### src/rtl/isa_lane_pkg.sv
package isa_lane_pkg;

    typedef enum logic [1:0] {
        SQ_IDLE   = 2'd0,
        SQ_FIRST  = 2'd1,
        SQ_SECOND = 2'd2
    } seq_e;

    typedef struct packed {
        logic valid;
        logic word;
        logic odd;
        logic upper;
        logic acc16;
    } lane_sel_t;

endpackage

### src/rtl/isa_width_sense.sv
module isa_width_sense (
    input  logic clk,
    input  logic rst_n,
    input  logic sbhe_n,
    output logic wide_q,
    output logic wide_now
);
    logic wide_d;

    always_comb begin
        wide_d = wide_q | ~sbhe_n;
    end

    always_ff @(posedge clk) begin
        if (!rst_n) wide_q <= 1'b0;
        else        wide_q <= wide_d;
    end

    assign wide_now = wide_d;

    assert_sticky_R2: assert property (@(posedge clk) disable iff (!rst_n)
        wide_q |=> wide_q);
    assert_learn_R2: assert property (@(posedge clk) disable iff (!rst_n)
        !sbhe_n |=> wide_q);
endmodule

### src/rtl/isa_lane_decode.sv
module isa_lane_decode
    import isa_lane_pkg::*;
(
    input  logic      wide_mode,
    input  logic      sbhe_n,
    input  logic      a0,
    output lane_sel_t sel
);
    always_comb begin
        sel = '0;
        if (!wide_mode) begin
            sel.valid = 1'b1;
            sel.odd   = a0;
        end else begin
            sel.acc16 = 1'b1;
            unique case ({sbhe_n, a0})
                2'b00: begin sel.valid = 1'b1; sel.word = 1'b1; end
                2'b01: begin sel.valid = 1'b1; sel.odd = 1'b1; sel.upper = 1'b1; end
                2'b10: begin sel.valid = 1'b1; end
                default: begin sel.valid = 1'b0; sel.acc16 = 1'b0; end
            endcase
        end
    end
endmodule

### src/rtl/isa_split_seq.sv
module isa_split_seq
    import isa_lane_pkg::*;
#(
    parameter int BYTE_W = 8
) (
    input  logic                clk,
    input  logic                rst_n,
    input  logic                host_req,
    input  logic                host_we,
    input  logic                host_io,
    input  logic [2*BYTE_W-1:0] host_wdata,
    input  lane_sel_t           sel,
    input  logic                card_is16,
    output logic [2*BYTE_W-1:0] host_rdata,
    output logic                host_ready,
    output logic                cs16_mem_n,
    output logic                cs16_io_n,
    output logic                card_req,
    output logic                card_we,
    output logic                card_odd,
    output logic                card_wide,
    output logic [2*BYTE_W-1:0] card_wdata,
    input  logic [2*BYTE_W-1:0] card_rdata,
    input  logic                card_done
);
    localparam int WORD_W = 2 * BYTE_W;

    typedef struct packed {
        seq_e              st;
        logic              we;
        logic              io;
        logic              acc16;
        logic              word;
        logic              split;
        logic              odd;
        logic              upper;
        logic [WORD_W-1:0] wdata;
        logic [BYTE_W-1:0] lo;
        logic [WORD_W-1:0] rdata;
    } seq_t;

    seq_t r_q, r_d;
    logic [BYTE_W-1:0] byte_out;

    always_comb begin
        r_d = r_q;
        unique case (r_q.st)
            SQ_IDLE: begin
                if (host_req && sel.valid) begin
                    r_d.st    = SQ_FIRST;
                    r_d.we    = host_we;
                    r_d.io    = host_io;
                    r_d.acc16 = sel.acc16;
                    r_d.word  = sel.word;
                    r_d.split = sel.word & ~card_is16;
                    r_d.odd   = sel.odd;
                    r_d.upper = sel.upper;
                    r_d.wdata = host_wdata;
                end
            end
            SQ_FIRST: begin
                if (card_done) begin
                    if (r_q.split) begin
                        r_d.st = SQ_SECOND;
                        r_d.lo = card_rdata[BYTE_W-1:0];
                    end else begin
                        r_d.st = SQ_IDLE;
                        if (!r_q.we) begin
                            if (r_q.word)
                                r_d.rdata = card_rdata;
                            else if (r_q.upper)
                                r_d.rdata = {card_rdata[BYTE_W-1:0], {BYTE_W{1'b0}}};
                            else
                                r_d.rdata = {{BYTE_W{1'b0}}, card_rdata[BYTE_W-1:0]};
                        end
                    end
                end
            end
            SQ_SECOND: begin
                if (card_done) begin
                    r_d.st = SQ_IDLE;
                    if (!r_q.we) r_d.rdata = {card_rdata[BYTE_W-1:0], r_q.lo};
                end
            end
            default: r_d.st = SQ_IDLE;
        endcase
    end

    always_ff @(posedge clk) begin
        if (!rst_n) r_q <= '0;
        else        r_q <= r_d;
    end

    always_comb begin
        if (r_q.st == SQ_SECOND || r_q.upper)
            byte_out = r_q.wdata[WORD_W-1:BYTE_W];
        else
            byte_out = r_q.wdata[BYTE_W-1:0];
    end

    assign host_ready = (r_q.st == SQ_IDLE);
    assign host_rdata = r_q.rdata;
    assign card_req   = (r_q.st != SQ_IDLE);
    assign card_we    = r_q.we;
    assign card_wide  = (r_q.st == SQ_FIRST) && r_q.word && !r_q.split;
    assign card_odd   = (r_q.st == SQ_SECOND) || ((r_q.st == SQ_FIRST) && r_q.odd);
    assign card_wdata = card_wide ? r_q.wdata : {{BYTE_W{1'b0}}, byte_out};
    assign cs16_mem_n = !(card_req && r_q.acc16 && !r_q.io);
    assign cs16_io_n  = !(card_req && r_q.acc16 && r_q.io);

    assert_req_hold_R11: assert property (@(posedge clk) disable iff (!rst_n)
        card_req && !card_done |=> card_req && $stable(card_odd) && $stable(card_wide));
    assert_split_second_R9: assert property (@(posedge clk) disable iff (!rst_n)
        (r_q.st == SQ_FIRST) && card_done && r_q.split |=> card_req && card_odd && !host_ready);
    assert_ready_back_R11: assert property (@(posedge clk) disable iff (!rst_n)
        (r_q.st == SQ_SECOND) && card_done |=> host_ready);
    assert_invalid_R7: assert property (@(posedge clk) disable iff (!rst_n)
        host_ready && host_req && !sel.valid |=> host_ready && !card_req && $stable(host_rdata));
    assert_ack_excl_R8: assert property (@(posedge clk) disable iff (!rst_n)
        !(!cs16_mem_n && !cs16_io_n));
endmodule

### src/rtl/isa_lane_steer.sv
module isa_lane_steer
    import isa_lane_pkg::*;
#(
    parameter int BYTE_W = 8,
    localparam int WORD_W = 2 * BYTE_W
) (
    input  logic              clk,
    input  logic              rst_n,
    input  logic              host_req,
    input  logic              host_we,
    input  logic              host_io,
    input  logic              host_sbhe_n,
    input  logic              host_a0,
    input  logic [WORD_W-1:0] host_wdata,
    output logic [WORD_W-1:0] host_rdata,
    output logic              host_ready,
    output logic              host_cs16_mem_n,
    output logic              host_cs16_io_n,
    output logic              bus16,
    input  logic              card_is16,
    output logic              card_req,
    output logic              card_we,
    output logic              card_odd,
    output logic              card_wide,
    output logic [WORD_W-1:0] card_wdata,
    input  logic [WORD_W-1:0] card_rdata,
    input  logic              card_done
);
    logic      wide_now;
    lane_sel_t sel;

    isa_width_sense u_sense (
        .clk      (clk),
        .rst_n    (rst_n),
        .sbhe_n   (host_sbhe_n),
        .wide_q   (bus16),
        .wide_now (wide_now)
    );

    isa_lane_decode u_decode (
        .wide_mode (wide_now),
        .sbhe_n    (host_sbhe_n),
        .a0        (host_a0),
        .sel       (sel)
    );

    isa_split_seq #(.BYTE_W(BYTE_W)) u_seq (
        .clk        (clk),
        .rst_n      (rst_n),
        .host_req   (host_req),
        .host_we    (host_we),
        .host_io    (host_io),
        .host_wdata (host_wdata),
        .sel        (sel),
        .card_is16  (card_is16),
        .host_rdata (host_rdata),
        .host_ready (host_ready),
        .cs16_mem_n (host_cs16_mem_n),
        .cs16_io_n  (host_cs16_io_n),
        .card_req   (card_req),
        .card_we    (card_we),
        .card_odd   (card_odd),
        .card_wide  (card_wide),
        .card_wdata (card_wdata),
        .card_rdata (card_rdata),
        .card_done  (card_done)
    );

    assert_narrow_bus_R3: assert property (@(posedge clk) disable iff (!rst_n)
        card_req && !bus16 |-> !card_wide && host_cs16_mem_n && host_cs16_io_n);
    assert_byte_lane_R11: assert property (@(posedge clk) disable iff (!rst_n)
        card_req && !card_wide |-> card_wdata[WORD_W-1:BYTE_W] == '0);
endmodule

### config.mk
export PLATFORM = sky130hd
export DESIGN_NAME = isa_lane_steer
export DESIGN_NICKNAME = d
export VERILOG_FILES = /design/src/rtl/isa_lane_pkg.sv /design/src/rtl/isa_width_sense.sv /design/src/rtl/isa_lane_decode.sv /design/src/rtl/isa_split_seq.sv /design/src/rtl/isa_lane_steer.sv
export SDC_FILE = /design/constraint.sdc
export NUM_CORES = 1
export LEC_CHECK = 0
export ABC_AREA = 1
export BUFFER_PORTS_ARGS = -buffer_cell sky130_fd_sc_hd__buf_2
export CAP_MARGIN = 30
export CELL_PAD_IN_SITES_DETAIL_PLACEMENT = 1
export CELL_PAD_IN_SITES_GLOBAL_PLACEMENT = 1
export CORE_UTILIZATION = 25
export DETAILED_ROUTE_END_ITERATION = 8
export PLACE_DENSITY = 0.66
export RECOVER_POWER = 100
export SLEW_MARGIN = 30
export SYNTH_ARGS = -nofsm -noshare
export SYNTH_HDL_FRONTEND = slang
export SYNTH_SLANG_ARGS = --single-unit
### constraint.sdc
create_clock -name clk -period 1.5 [get_ports clk]
set_input_delay 0.3 -clock clk [delete_from_list [all_inputs] [get_ports clk]]
set_output_delay 0.3 -clock clk [all_outputs]
set_load 0.1 [all_outputs]
# == After elaboration in Yosys (flattened, before gate mapping) ==
# Index checks and enable logic that the tools add are counted.
# op_classes
n_addsub,0
multipliers,0
n_div,0
n_lt_le_gt_ge,0
eq_ne,10
shifts,0
muxes,22
bitwise_logic,4
n_reduce_logical,22
# op_table
cell,count
16-bit 2-to-1 mux,8
16-bit one-hot mux with 2 select lines,1
25-bit 2-to-1 mux,1
2-bit 2-to-1 mux,5
2-bit inequality test (second input constant),5
8-bit 2-to-1 mux,1
1-bit logical AND,7
2-bit one-hot mux with 3 select lines,1
3-bit AND reduction,2
6-bit AND reduction,1
1-bit 2-to-1 mux,5
2-bit by 1-bit == test with 1-bit output (second input constant),2
2-bit == test (second input constant),2
1-bit logical NOT,4
2-bit logical NOT,2
2-bit nonzero test,2
3-bit OR reduction,1
1-bit logical OR,2
2-bit by 1-bit inequality test with 1-bit output (second input constant),1
1-bit NOT,2
2-bit AND reduction,1
1-bit AND,1
1-bit OR,1
# totals
register_bits,50
latch_bits,0
mem_bits_rw,0
rom_bits,0
input_bits,41
mem_count,0

# == Depth between registers and ports, before layout ==
# Gate-level depths: netlist of run 1.
# logic_depth
depth_word,7
depth_mapped,8

# == Hierarchy ==
# Synthesis of run 1 repeated with hierarchy kept, for this count alone.
# unflattened
cells_unflattened,375
hier_area_um2,2576.2
# modules_own_cells
mod,instances,cells_each,area_per_inst_um2,seq_area_each_um2
isa_split_seq,1,361,2497.4,980.9
isa_width_sense,1,5,40.0,20.0
isa_lane_decode,1,9,38.8,0.0

# == Worst setup path after synthesis of run 1 ==
# OpenSTA, ideal clock, no wires.
# synth_timing
path_type,reg-to-output
startpoint,reg u_seq.r_q[48] in the netlist's numbering
endpoint,out card_wdata[0]
arrival_time_ps,3026
required_time_ps,1200
setup_slack_ps,-1826
path_stages_with_launch,6
path_cell_list,dfxtp_1 -> inv_2 -> nor2_2 -> o21ai_4 -> buf_8 -> o21ai_0
# synth_between
elab_chain_len,4
word_cells_on_any_way,7
cone_classes,eq/ne (2); mux (2); reduce/logical (3)
# synth_rtl
element,line_no,text
"start, declared",isa_split_seq.sv:42,"seq_t r_q, r_d;"
"start signal, assigned",isa_split_seq.sv:91,else r_q <= r_d;
2-bit == test or 2-bit by 1-bit == test with 1-bit output (tied branches),"isa_split_seq.sv:95, isa_split_seq.sv:105",
1-bit logical OR or 1-bit logical AND (tied branches),"isa_split_seq.sv:95, isa_split_seq.sv:105",
8-bit 2-to-1 mux or 1-bit logical AND (tied branches),"isa_split_seq.sv:95, isa_split_seq.sv:105",
16-bit 2-to-1 mux (*),isa_split_seq.sv:107,"assign card_wdata = card_wide ? r_q.wdata : {{BYTE_W{1'b0}}, byte_out};"
"end, declared",isa_lane_steer.sv:25,"output logic [WORD_W-1:0] card_wdata,"
# Every way passes the cells marked *; elsewhere a longest branch is shown, timed or not.

# == Worst setup path in the final report of run 1 ==
# layout_timing
startpoint,reg u_seq.r_q[47] in the netlist's numbering
endpoint,out card_wdata[3]
# The elaborated chain is that of the path after synthesis.

==> summary.txt, run 1 <==
WP data arrival = 1.61 ns
Placed Cells incl. Taps = 594
Final Worst Setup Slack = -0.4077 ns
Via-per-instance ratio = 4.350
Cell count of the worst reg-to-reg path = 8
Buffers added on ports = 80
Placer congestion estimate = 0.7322
Final Hold Slack = 0.2119 ns
Crit path required time = 1.20 ns
DRC violation count after routing = 0
Starting density of the core = 26.16%
Endpoint of the most critical register-to-register path = u_seq.r_q[33]$_SDFFE_PN0P_
Die height = 103.8 µm
Die outline area = 10780 µm²
Maximum buffer depth of the clock tree = 2
Number of different library cells in the post-synthesis netlist = 25
Vias = 2697
Final hold viol count = 0
Max Fanout on Critical Path = 6
Tightest Pin Transition = 0.8260 ns
Max Transition Viols Final = 0
TritonCTS Buffers = 5
Ports = 81
Shortest period the worst path allows = 1.908 ns
Area of all placed cells without fillers = 4000 µm²
Final cell utilization of the core = 40.37%
Setup violators final = 36
Buffer type at the clock tree root = sky130_fd_sc_hd__clkbuf_8
Violation count after the first detailed-routing iteration = 66
Global-route wire length before repair = 13490 µm
Largest net degree at the start of global routing = 26
Path category of the worst min-delay check = in2reg
CTS sink count = 50
Start point of the worst hold path = host_wdata[5]
Endpoint kind of the worst setup timing path = primary output
Startpoint of the worst-slack reg-to-reg timing path = u_seq.r_q[47]$_SDFFE_PN0P_
Maximum level of the CTS H-tree = 2
Routed Antenna Nets = 0
Violated checks = negative setup slack
P&R area growth vs syn = 54.30%
Average routed wire per standard cell = 13.34 µm
TritonCTS clock tree = yes
Core footprint = 9910 µm²
TritonRoute pass-1 iters = 4
Total routing usage reported by global routing = 15.49%
Synthesized area per cell = 6.580 µm²
Commonest cells after routing, fill and taps aside = 126 x sky130_fd_sc_hd__nand2_1, 58 x sky130_fd_sc_hd__buf_2, 52 x sky130_fd_sc_hd__nor2_1, 46 x sky130_fd_sc_hd__dfxtp_1, 41 x sky130_fd_sc_hd__inv_1
Fmax = 524.2 MHz
Share of the yosys chip area belonging to registers = 38.61%
Most common cell after layout, fill and taps aside = sky130_fd_sc_hd__nand2_1
Unrepaired setup endpoints after global routing = yes
Leakage = 1.858 nW
Register bit total from synthesis = 50
Via count of the first global-routing pass = 2720
Horiz. Die Dim = 103.8 µm
Number of antenna violations at the first check in global routing = 1
Instance area after placement = 3573 µm²
Outcome = complete, but fails checks
Count of nets after finishing = 527
Site Rows = 36
Worst Setup Slack post-DPL = -0.06596 ns
Non-Filler Instances = 620
Total power of the final layout = 3.583 mW
Clock-pin transition on the worst setup and hold timing paths = 0.11 ns
Netlist Area Pre-Place = 2592 µm²
WL final = 8268 µm
PwrDens = 895.7 nW/µm²
Proportion of layout cells with a drive suffix above 1 = 35.73%
Synth Warn # = 0
Global-route congestion overflow total = 0
Max capacitance violation total = 0
Category of the worst setup path launch point = register
Worst hold path depth = 3
Crit Path Class = reg2out
Worst min-delay path endpoint = u_seq.r_q[29]$_SDFFE_PN0P_
Gate count of the mapped netlist = 394
Setup clock skew after layout = 0.01756 ns
Hpwl dp = 5505 µm
Insertion delay to the later sink of the worst-skew pair = 0.32 ns
Fin crit share = 127.2%
Number of nets in the synthesized netlist = 435
Hold bufs inserted after CTS = 0
Slew margin rel. = 44.87%
Register-to-register setup slack = -0.03 ns
Setup TNS = -7.442 ns
Max rail drop VDD = 0.0003736 V
Count of antenna diodes in the layout = 0
## routing by layer
metal | share of wire, % | GRT usage [%] | vias to the layer above
li1 | - | - | 1369
met1 | 45 | 19.17 | 1253
met2 | 48 | 26.43 | 62
met3 | 5.2 | 4.028 | 11
met4 | 1.3 | 4.286 | 2
met5 | 0.16 | 0 | -
## worst max-delay path: stages (launching register included)
cell                        delay (ns)
sky130_fd_sc_hd__dfxtp_4          0.40
sky130_fd_sc_hd__inv_4            0.04
sky130_fd_sc_hd__nor2_4           0.10
sky130_fd_sc_hd__nand3_4          0.09
sky130_fd_sc_hd__o21ai_4          0.11
sky130_fd_sc_hd__clkbuf_16        0.20
sky130_fd_sc_hd__buf_6            0.10
sky130_fd_sc_hd__o21ai_4          0.06
sky130_fd_sc_hd__buf_12           0.17
## layout make-up
class                           count  area, µm²
Sequential cell                    50       1011
Fill cell                        1271       5909
Timing Repair Buffer              114       1102
Clock buffer                        5      68.82
Tap cell                          133      166.4
Inverter                           48      198.9
Clock inverter                      3      45.04
Multi-Input combinational cell    267       1408
## timing repair
| action | CTS | global route |
|---|---|---|
| pin swaps | 7 | 5 |
| endpoints found under the setup margin | 38 | 66 |
| buffers inserted | 7 | 9 |
| gates cloned | 3 | 1 |
| resized for setup | 27 | 12 |
## worst max-delay path by stage
stage | startpoint | to | slack, ns | cells after the start
CTS | u_seq.r_q[47]$_SDFFE_PN0P_ | card_wdata[5] | -0.39 | 8
finish | u_seq.r_q[47]$_SDFFE_PN0P_ | card_wdata[3] | -0.41 | 8
detailed placement | u_seq.r_q[47]$_SDFFE_PN0P_ | card_wdata[0] | -0.07 | 8
floorplan | u_seq.r_q[48]$_SDFFE_PN0P_ | host_cs16_mem_n | -1.28 | 3
global route | u_seq.r_q[47]$_SDFFE_PN0P_ | card_wdata[3] | -0.47 | 8
global placement | u_seq.r_q[47]$_SDFFE_PN0P_ | card_wdata[2] | -0.02 | 8
## flip-flops by register name, indices dropped and copies added (netlist names)
| signal | cells |
|---|---|
| u_sense.wide_q | 1 |
| u_seq.host_rdata | 16 |
| u_seq.card_we | 1 |
| u_seq.r_q | 32 |
## cells by family (layout without fill, tap and decap cells)
logic type	Yosys count	in the layout	share of synthesized area, %
buffers and inverters	79	170	15.83
AND/OR/NAND/NOR	212	214	34.46
flip-flops	50	50	38.61
AO/OA/AOI/OAI	53	53	11.10
## Yosys cell counts
cell	n	area share (%)
sky130_fd_sc_hd__a21oi_1	32	6.2
sky130_fd_sc_hd__buf_1	1	0.14
sky130_fd_sc_hd__buf_2	3	0.58
sky130_fd_sc_hd__buf_4	18	5.2
sky130_fd_sc_hd__buf_6	4	1.7
sky130_fd_sc_hd__buf_8	1	0.58
sky130_fd_sc_hd__clkbuf_1	4	0.58
sky130_fd_sc_hd__clkinv_2	1	0.19
sky130_fd_sc_hd__dfxtp_1	50	39
sky130_fd_sc_hd__inv_1	42	6.1
sky130_fd_sc_hd__inv_2	5	0.72
sky130_fd_sc_hd__nand2_1	135	20
sky130_fd_sc_hd__nand2_2	2	0.48
sky130_fd_sc_hd__nand3_1	2	0.39
sky130_fd_sc_hd__nand3_2	1	0.39
sky130_fd_sc_hd__nand3_4	3	2.0
sky130_fd_sc_hd__nand3b_1	1	0.29
sky130_fd_sc_hd__nand4_1	2	0.48
sky130_fd_sc_hd__nor2_1	60	8.7
sky130_fd_sc_hd__nor2_2	1	0.24
sky130_fd_sc_hd__nor2_4	4	1.7
sky130_fd_sc_hd__nor3_1	1	0.19
sky130_fd_sc_hd__o21ai_0	17	3.3
sky130_fd_sc_hd__o21ai_2	3	1.0
sky130_fd_sc_hd__o21ai_4	1	0.63
## power breakdown
part | internal, mW | total, mW | switching, mW | leakage (nW)
clock network | 0.497 | 1.01 | 0.508 | 0.0504
logic | 0.366 | 1.14 | 0.769 | 1.40
registers | 1.40 | 1.44 | 0.0452 | 0.411
No activity file was read; power rests on OpenSTA's default activity.
==> inputs of run 2 (changes only) <==
--- a/config.mk
+++ b/config.mk
@@ -5,14 +5,14 @@
 export SDC_FILE = /design/constraint.sdc
 export NUM_CORES = 1
 export LEC_CHECK = 0
-export ABC_AREA = 1
 export BUFFER_PORTS_ARGS = -buffer_cell sky130_fd_sc_hd__buf_2
 export CAP_MARGIN = 30
 export CELL_PAD_IN_SITES_DETAIL_PLACEMENT = 1
 export CELL_PAD_IN_SITES_GLOBAL_PLACEMENT = 1
 export CORE_UTILIZATION = 25
 export DETAILED_ROUTE_END_ITERATION = 8
-export PLACE_DENSITY = 0.66
+export GPL_TIMING_DRIVEN = 0
+export PLACE_DENSITY = 0.64
 export RECOVER_POWER = 100
 export SLEW_MARGIN = 30
 export SYNTH_ARGS = -nofsm -noshare
==> run 2 against run 1 <==
- critical path depth decreased by 2
- cell count decreased by 24%
- the flow finishes with violations (design-rule violations, negative setup slack)
- utilization rose by 0.70 points
- largest power group unchanged
- first-iteration DRC count fell by 11%
- die area decreased by 10%
- via count down 16%
- combinational power fell by 11%
- setup slack worse by 0.19 ns
- global-route usage fell by 0.17 points
==> summary.txt, run 2 <==
Category of the worst setup path launch point = register (unchanged)
Site Rows = 34 (was 36)
TritonCTS Buffers = 5 (unchanged)
Worst Setup Slack post-DPL = -0.4772 ns (was -0.06596 ns)
Top post-synthesis cells by area = sky130_fd_sc_hd__dfxtp_1 43%, sky130_fd_sc_hd__nand2_1 8.4%, sky130_fd_sc_hd__a221oi_1 6.0% (was sky130_fd_sc_hd__dfxtp_1 39%, sky130_fd_sc_hd__nand2_1 20%, sky130_fd_sc_hd__nor2_1 8.7%)
Cell count of the worst reg-to-reg path = 5 (was 8)
Number of antenna violations at the first check in global routing = 1 (unchanged)
Path length in cells of the critical path = 6 (was 8)
Met3 Use GR = 3.508% (was 4.028%)
Most common cell after layout, fill and taps aside = sky130_fd_sc_hd__buf_2 (was sky130_fd_sc_hd__nand2_1)
Vias = 2260 (was 2697)
Max capacitance violation total = 0 (unchanged)
Max Transition Viols Final = 0 (unchanged)
Global routing met2 resource utilization = 28.55% (was 26.43%)
Flip-flop count of the largest register after layout = 32 (unchanged)
Via-per-instance ratio = 4.798 (was 4.350)
Total power of the final layout = 3.388 mW (was 3.583 mW)
Insertion delay to the later sink of the worst-skew pair = 0.30 ns (was 0.32 ns)
Buffers added on ports = 79 (was 80)
Share of the yosys chip area belonging to registers = 43.08% (was 38.61%)
Max rail drop VDD = 0.0004412 V (was 0.0003736 V)
Commonest cells after routing, fill and taps aside = 51 x sky130_fd_sc_hd__buf_2, 45 x sky130_fd_sc_hd__dfxtp_1, 41 x sky130_fd_sc_hd__nand2_1, 22 x sky130_fd_sc_hd__buf_4 (was 126 x sky130_fd_sc_hd__nand2_1, 58 x sky130_fd_sc_hd__buf_2, 52 x sky130_fd_sc_hd__nor2_1, 46 x sky130_fd_sc_hd__dfxtp_1, 41 x sky130_fd_sc_hd__inv_1)
Total routing usage reported by global routing = 15.33% (was 15.49%)
Final Worst Setup Slack = -0.5981 ns (was -0.4077 ns)
Count of nets after finishing = 403 (was 527)
Violated checks = design-rule violations, negative setup slack (was negative setup slack)
Synth Warn # = 0 (unchanged)
Number of nets in the synthesized netlist = 306 (was 435)
Violation count after the first detailed-routing iteration = 59 (was 66)
Instance area after placement = 2934 µm² (was 3573 µm²)
DRC violation count after routing = 8 (was 0)
Worst hold path depth = 3 (unchanged)
Horiz. Die Dim = 98.41 µm (was 103.8 µm)
Crit Path Class = reg2out (unchanged)
Fmax = 476.6 MHz (was 524.2 MHz)
Sequence of cells on the critical path = nor2b_1 > buf_2 > o21bai_4 > buf_12 > mux2_4 > buf_12 (was inv_4 > nor2_4 > nand3_4 > o21ai_4 > clkbuf_16 > buf_6 > o21ai_4 > buf_12)
Area of all placed cells without fillers = 3633 µm² (was 4000 µm²)
Largest stage delay on the critical path = 0.37 ns (was 0.40 ns)
Global-route congestion overflow total = 0 (unchanged)
Most frequent CP cell = sky130_fd_sc_hd__buf_12 (was sky130_fd_sc_hd__o21ai_4)
Core footprint = 8848 µm² (was 9910 µm²)
P&R area growth vs syn = 56.38% (was 54.30%)
Routed Antenna Nets = 0 (unchanged)
Grt peak-use layer = met2 (unchanged)
Fraction of synthesized cell area taken by the top area cell type = 43.08% (was 38.61%)
Outcome = complete, but fails checks (unchanged)
Clock-pin transition on the worst setup and hold timing paths = 0.09 ns (was 0.11 ns)
Slew margin rel. = 50.42% (was 44.87%)
Fin crit share = 139.9% (was 127.2%)
Number of different library cells in the post-synthesis netlist = 35 (was 25)
Synthesized area per cell = 8.768 µm² (was 6.580 µm²)
Setup clock skew after layout = 0.005132 ns (was 0.01756 ns)
Buffer type at the clock tree root = sky130_fd_sc_hd__clkbuf_8 (unchanged)
Number of buffer and inverter instances along the worst setup path = 3 (was 4)
Setup violators final = 57 (was 36)
Shortest period the worst path allows = 2.098 ns (was 1.908 ns)
FFs w/ async S/R, synth = 0% (unchanged)
Die outline area = 9684 µm² (was 10780 µm²)
Netlist Area Pre-Place = 2323 µm² (was 2592 µm²)
Maximum buffer depth of the clock tree = 2 (unchanged)
Hold bufs inserted after CTS = 0 (unchanged)
Register containing the most flip-flops in the final layout = u_seq.r_q (unchanged)
Starting density of the core = 26.26% (was 26.16%)
TritonRoute pass-1 iters = 6 (was 4)
WP data arrival = 1.80 ns (was 1.61 ns)
Register-to-register setup slack = -0.19 ns (was -0.03 ns)
Met1 track demand over resource in global routing = 18.13% (was 19.17%)
Dominant cell by count in the synthesized netlist = sky130_fd_sc_hd__nand2_1 (unchanged)
Global-route wire length before repair = 11580 µm (was 13490 µm)
Proportion of layout cells with a drive suffix above 1 = 51.79% (was 35.73%)
Final hold viol count = 0 (unchanged)
Die height = 98.41 µm (was 103.8 µm)
Count of antenna diodes in the layout = 0 (unchanged)
Post-synth EDFFs = 0 (unchanged)
Slowest cell on the critical path = sky130_fd_sc_hd__dfxtp_4 (unchanged)
Average routed wire per standard cell = 15.98 µm (was 13.34 µm)
Synth area leader = sky130_fd_sc_hd__dfxtp_1 (unchanged)
Largest net degree at the start of global routing = 15 (was 26)
Via count of the first global-routing pass = 2324 (was 2720)
Maximum level of the CTS H-tree = 2 (unchanged)
Max Fanout on Critical Path = 8 (was 6)
Endpoint kind of the worst setup timing path = primary output (unchanged)
Tightest Pin Transition = 0.7438 ns (was 0.8260 ns)
TritonCTS clock tree = yes (unchanged)
Placed Cells incl. Taps = 452 (was 594)
Placer congestion estimate = 0.7053 (was 0.7322)
Non-Filler Instances = 471 (was 620)
Predominant post-synthesis flop cell = sky130_fd_sc_hd__dfxtp_1 (unchanged)
Register bit total from synthesis = 50 (unchanged)
Gate count of the mapped netlist = 265 (was 394)
Crit path required time = 1.20 ns (about the same)
Leakage = 1.605 nW (was 1.858 nW)
WL final = 7527 µm (was 8268 µm)
CTS sink count = 50 (unchanged)
Cell class contributing the biggest share of worst-path delay = buffers and inverters (unchanged)
Ports = 81 (unchanged)
Unrepaired setup endpoints after global routing = yes (unchanged)
Path category of the worst min-delay check = in2reg (unchanged)
PwrDens = 932.5 nW/µm² (was 895.7 nW/µm²)
Hpwl dp = 5231 µm (was 5505 µm)
Top post-synthesis cells by count = 52 x sky130_fd_sc_hd__nand2_1, 50 x sky130_fd_sc_hd__dfxtp_1, 18 x sky130_fd_sc_hd__a21boi_1 (was 135 x sky130_fd_sc_hd__nand2_1, 60 x sky130_fd_sc_hd__nor2_1, 50 x sky130_fd_sc_hd__dfxtp_1)
## run 2: cell types whose count changed after synthesis, moves of 16 or more
| cell | previous run | this run |
|---|---|---|
| sky130_fd_sc_hd__a221oi_1 | 0 | 16 |
| sky130_fd_sc_hd__a21boi_1 | 0 | 18 |
| sky130_fd_sc_hd__inv_1 | 42 | 2 |
| sky130_fd_sc_hd__nand2_1 | 135 | 52 |
| sky130_fd_sc_hd__nor2_1 | 60 | 17 |
| sky130_fd_sc_hd__a21oi_1 | 32 | 5 |
## run 2: cell families (layout without fill, tap and decap cells)
family,after synthesis,after routing,synth area share (%)
AO/OA/AOI/OAI,74,74,24.12
buffers and inverters,35,133,9.801
flip-flops,50,50,43.08
multiplexers,8,8,3.877
AND/OR/NAND/NOR,98,98,19.12
## run 2: worst reg2reg max path, delay by kind of cell, from the launching register on
family                 cells  cell delay (ns)
AOI/OAI and AO/OA          2             0.82
buffers and inverters      1             0.18
and+or+nand+nor            2             0.27
DFF                        1             0.37
## run 2: area by class of cell
cell class                 count  area [µm²]
multi-input combinational    180        1300
clock buffer                   8       110.1
timing repair buffer          91       827.0
buffer                        32       237.7
fill                        1031        5215
tap                          108       135.1
inverter                       2       11.26
sequential                    50        1012
## run 2: stage by stage
stage	util [%]	hold WS (ns)	setup TNS, ns
floorplan	-	0.4273	-3.339
global placement	33.16	0.4442	-9.535
detailed placement	33.16	0.4500	-10.15
CTS	39.10	0.2194	-14.08
global route	41.06	0.2232	-16.44
finish	41.06	0.2257	-12.22
## run 2: final timing paths
path	from	to
worst min register to register	u_seq.r_q[31]$_SDFFE_PN0P_	u_seq.r_q[31]$_SDFFE_PN0P_
worst max register to register	u_seq.r_q[48]$_SDFFE_PN0P_	u_seq.host_rdata[6]$_SDFFE_PN0P_
worst min-delay path	host_wdata[6]	u_seq.r_q[30]$_SDFFE_PN0P_
worst max-delay path	u_seq.r_q[48]$_SDFFE_PN0P_	card_wdata[7]
## run 2: timing repair
action	4_1_cts	5_1_grt
endpoints found under the setup margin	51	81
setup buffers	6	2
cloned	3	1
pin swaps	10	8
resized for setup	91	48
## run 2: power by group
part	switching, mW	total (mW)	internal, mW
clock network	0.458	0.925	0.467
logic	0.646	1.02	0.375
registers	0.0487	1.44	1.39
total	1.15	3.39	2.24
## run 2: layer usage
metal	part of all wire, %	vias up
met3	5.3	7
met5	0.13	-
met2	51	61
li1	-	1103
met4	0.54	2
met1	43	1087
==> inputs of run 3 (changes only) <==
--- a/config.mk
+++ b/config.mk
@@ -12,8 +12,9 @@
 export CORE_UTILIZATION = 25
 export DETAILED_ROUTE_END_ITERATION = 8
 export GPL_TIMING_DRIVEN = 0
-export PLACE_DENSITY = 0.64
+export PLACE_DENSITY = 0.61
 export RECOVER_POWER = 100
+export REMOVE_ABC_BUFFERS = 1
 export SLEW_MARGIN = 30
 export SYNTH_ARGS = -nofsm -noshare
 export SYNTH_HDL_FRONTEND = slang
==> constraint.sdc (replaced) <==
create_clock -name clk -period 2.4 [get_ports clk]
set_input_delay 0.48 -clock clk [delete_from_list [all_inputs] [get_ports clk]]
set_output_delay 0.48 -clock clk [all_outputs]
set_load 0.1 [all_outputs]
==> run 3 against run 2 <==
- the flow finishes with violations (design-rule violations, max-capacitance violations, max-slew violations)
- die area unchanged
- sequential cell count did not move
- cell count decreased by 8.7%
- non-clock buffer count shrank 41
- global-route usage down 1.9 points
- sequential power decreased by 37%
- critical endpoint unchanged
- combinational power shrank 54%
- routed wire length fell by 15%
- critical path type unchanged
- register-to-register slack improved by 0.71 ns
- utilization is 9.1 points lower
- critical path depth decreased by 1
- via count is 8.7% lower
==> summary.txt, run 3 (same netlist as run 2, synthesis figures left out) <==
Crit path required time = 1.92 ns (was 1.20 ns)
Core footprint = 8848 µm² (unchanged)
Routed Antenna Nets = 0 (unchanged)
Fmax = 433.0 MHz
Violated checks = design-rule violations, max-capacitance violations, max-slew violations (was design-rule violations, negative setup slack)
Final Worst Setup Slack = 0.09072 ns (was -0.5981 ns)
Length of routed met3 wiring = 361 µm (was 402 µm)
Via-per-instance ratio = 4.800 (was 4.798)
Slew margin rel. = -21.26% (was 50.42%)
Crit Path Class = reg2out (unchanged)
Setup violators final = 0 (was 57)
Most common cell after layout, fill and taps aside = sky130_fd_sc_hd__nand2_1 (was sky130_fd_sc_hd__buf_2)
WL final = 6395 µm (was 7527 µm)
Slowest cell on the critical path = sky130_fd_sc_hd__mux2_2 (was sky130_fd_sc_hd__dfxtp_4)
Instance area after placement = 2646 µm² (was 2934 µm²)
Global-route wire length before repair = 10490 µm (was 11580 µm)
Hpwl dp = 4378 µm (was 5231 µm)
Proportion of layout cells with a drive suffix above 1 = 28.88% (was 51.79%)
Total routing usage reported by global routing = 13.45% (was 15.33%)
Register containing the most flip-flops in the final layout = u_seq.r_q (unchanged)
Placer congestion estimate = 0.7121 (was 0.7053)
Detailed-route wire length on metal 1 = 3086 µm (was 3211 µm)
Commonest cells after routing, fill and taps aside = 52 x sky130_fd_sc_hd__nand2_1, 47 x sky130_fd_sc_hd__dfxtp_1, 40 x sky130_fd_sc_hd__buf_2, 27 x sky130_fd_sc_hd__a21boi_0, 18 x sky130_fd_sc_hd__clkbuf_1 (was 51 x sky130_fd_sc_hd__buf_2, 45 x sky130_fd_sc_hd__dfxtp_1, 41 x sky130_fd_sc_hd__nand2_1, 22 x sky130_fd_sc_hd__buf_4)
Register-to-register setup slack = 0.52 ns (was -0.19 ns)
Endpoint kind of the worst setup timing path = primary output (unchanged)
Max capacitance violation total = 1 (was 0)
Cell class contributing the biggest share of worst-path delay = multiplexers (was buffers and inverters)
TritonCTS Buffers = 5 (unchanged)
CTS sink count = 50 (unchanged)
Final Hold Slack = 0.4266 ns (was 0.2257 ns)
Filler cell count in the final layout = 1105 (was 1031)
Number of buffer and inverter instances along the worst setup path = 1 (was 3)
Largest net degree at the start of global routing = 51 (was 15)
Maximum level of the CTS H-tree = 2 (unchanged)
Vias = 2064 (was 2260)
TritonRoute pass-1 iters = 6 (unchanged)
Fin crit share = 96.22%
Global-route congestion overflow total = 0 (unchanged)
Max Transition Viols Final = 51 (was 0)
Site Rows = 34 (unchanged)
Unrepaired setup endpoints after global routing = yes (unchanged)
Violation count after the first detailed-routing iteration = 53 (was 59)
Tightest Pin Transition = 1.819 ns (was 0.7438 ns)
Top layer reached by signal wires = met4 (was met5)
Die height = 98.41 µm (unchanged)
PwrDens = 689.3 nW/µm² (was 932.5 nW/µm²)
Count of nets after finishing = 362 (was 403)
Shortest period the worst path allows = 2.309 ns
Average routed wire per standard cell = 14.87 µm (was 15.98 µm)
Die outline area = 9684 µm² (unchanged)
Buffers added on ports = 80 (was 79)
Insertion delay to the later sink of the worst-skew pair = 0.30 ns (about the same)
Maximum buffer depth of the clock tree = 2 (unchanged)
Leakage = 1.184 nW (was 1.605 nW)
Via count of the first global-routing pass = 2044 (was 2324)
Final hold viol count = 0 (unchanged)
Ports = 81 (unchanged)
Area of all placed cells without fillers = 2824 µm² (was 3633 µm²)
P&R area growth vs syn = 21.54% (was 56.38%)
Largest stage delay on the critical path = 0.40 ns (was 0.37 ns)
Setup clock skew after layout = 0.007422 ns (was 0.005132 ns)
Category of the worst setup path launch point = register (unchanged)
DRC violation count after routing = 8 (unchanged)
Number of antenna violations at the first check in global routing = 0 (was 1)
Worst Setup Slack post-DPL = -0.2733 ns (was -0.4772 ns)
Outcome = complete, but fails checks (unchanged)
Starting density of the core = 26.26% (unchanged)
WP data arrival = 1.83 ns (was 1.80 ns)
Count of antenna diodes in the layout = 0 (unchanged)
Horiz. Die Dim = 98.41 µm (unchanged)
Buffer type at the clock tree root = sky130_fd_sc_hd__clkbuf_8 (unchanged)
Flip-flop count of the largest register after layout = 32 (unchanged)
Max rail drop VDD = 0.0002327 V (was 0.0004412 V)
Max Fanout on Critical Path = 8 (unchanged)
Sequence of cells on the critical path = nor3b_4 > and2_1 > o21bai_4 > mux2_2 > buf_6 (was nor2b_1 > buf_2 > o21bai_4 > buf_12 > mux2_4 > buf_12)
Clock-pin transition on the worst setup and hold timing paths = 0.10 ns (was 0.09 ns)
TritonCTS clock tree = yes (unchanged)
Total power of the final layout = 1.947 mW (was 3.388 mW)
Hold bufs inserted after CTS = 0 (unchanged)
Path category of the worst min-delay check = in2reg (unchanged)
Amount of wire on met2 after detailed routing = 2933 µm (was 3861 µm)
[run 3: timing repair]
item / 4_1_cts / 5_1_grt
setup buffers: 2 / 0
gates resized for setup: 12 / 11
endpoints found under the setup margin: 18 / 8
[run 3: worst paths after layout]
check                                                 from  cells after the start                         end
worst max-delay path            u_seq.r_q[47]$_SDFFE_PN0P_                      5               card_wdata[7]
worst min-delay path                               host_we                      3  u_seq.card_we$_SDFFE_PN0P_
worst max register to register  u_seq.r_q[48]$_SDFFE_PN0P_                      4  u_seq.r_q[36]$_SDFFE_PN0P_
worst min register to register  u_seq.r_q[24]$_SDFFE_PN0P_                      2  u_seq.r_q[24]$_SDFFE_PN0P_
[run 3: layout make-up]
| cell class | instances | area, µm² | share of cell area [%] |
|---|---|---|---|
| sequential | 50 | 1007 | 35.67 |
| tap | 108 | 135.1 | 4.785 |
| clock buffer | 8 | 110.1 | 3.899 |
| inverter | 2 | 7.507 | 0.2658 |
| multi-input combinational | 180 | 1121 | 39.70 |
| timing repair buffer | 82 | 442.9 | 15.68 |
[run 3: report_power, final]
group          internal, mW  leakage [nW]  switching (mW)
clock network         0.292        0.0575           0.286
logic                 0.112         0.717           0.355
registers             0.872         0.410          0.0289
total                  1.28          1.18           0.670
[run 3: per-stage QoR]
| step | TNS [ns] | std cells | utilization, % |
|---|---|---|---|
| finish | 0 | 430 | 31.91 |
| global route | -0.001293 | 430 | 31.91 |
| CTS | 0 | 430 | 31.77 |
| detailed placement | -2.084 | 420 | 29.91 |
| global placement | -9.547 | 420 | 29.82 |
| floorplan | -6.593 | 232 | - |
[run 3: worst reg2reg max path: stages (launching register included)]
cell and delay, ns:
sky130_fd_sc_hd__dfxtp_1 0.37, sky130_fd_sc_hd__or3b_1 0.55, sky130_fd_sc_hd__a31oi_4 0.57, sky130_fd_sc_hd__nand2_1 0.14, sky130_fd_sc_hd__a21boi_0 0.17
[run 3: layer usage]
metal	up-vias	global-route usage [%]
li1	1021	-
met1	973	18.10
met2	68	22.48
met3	2	2.935
met4	0	2.067
met5	-	0
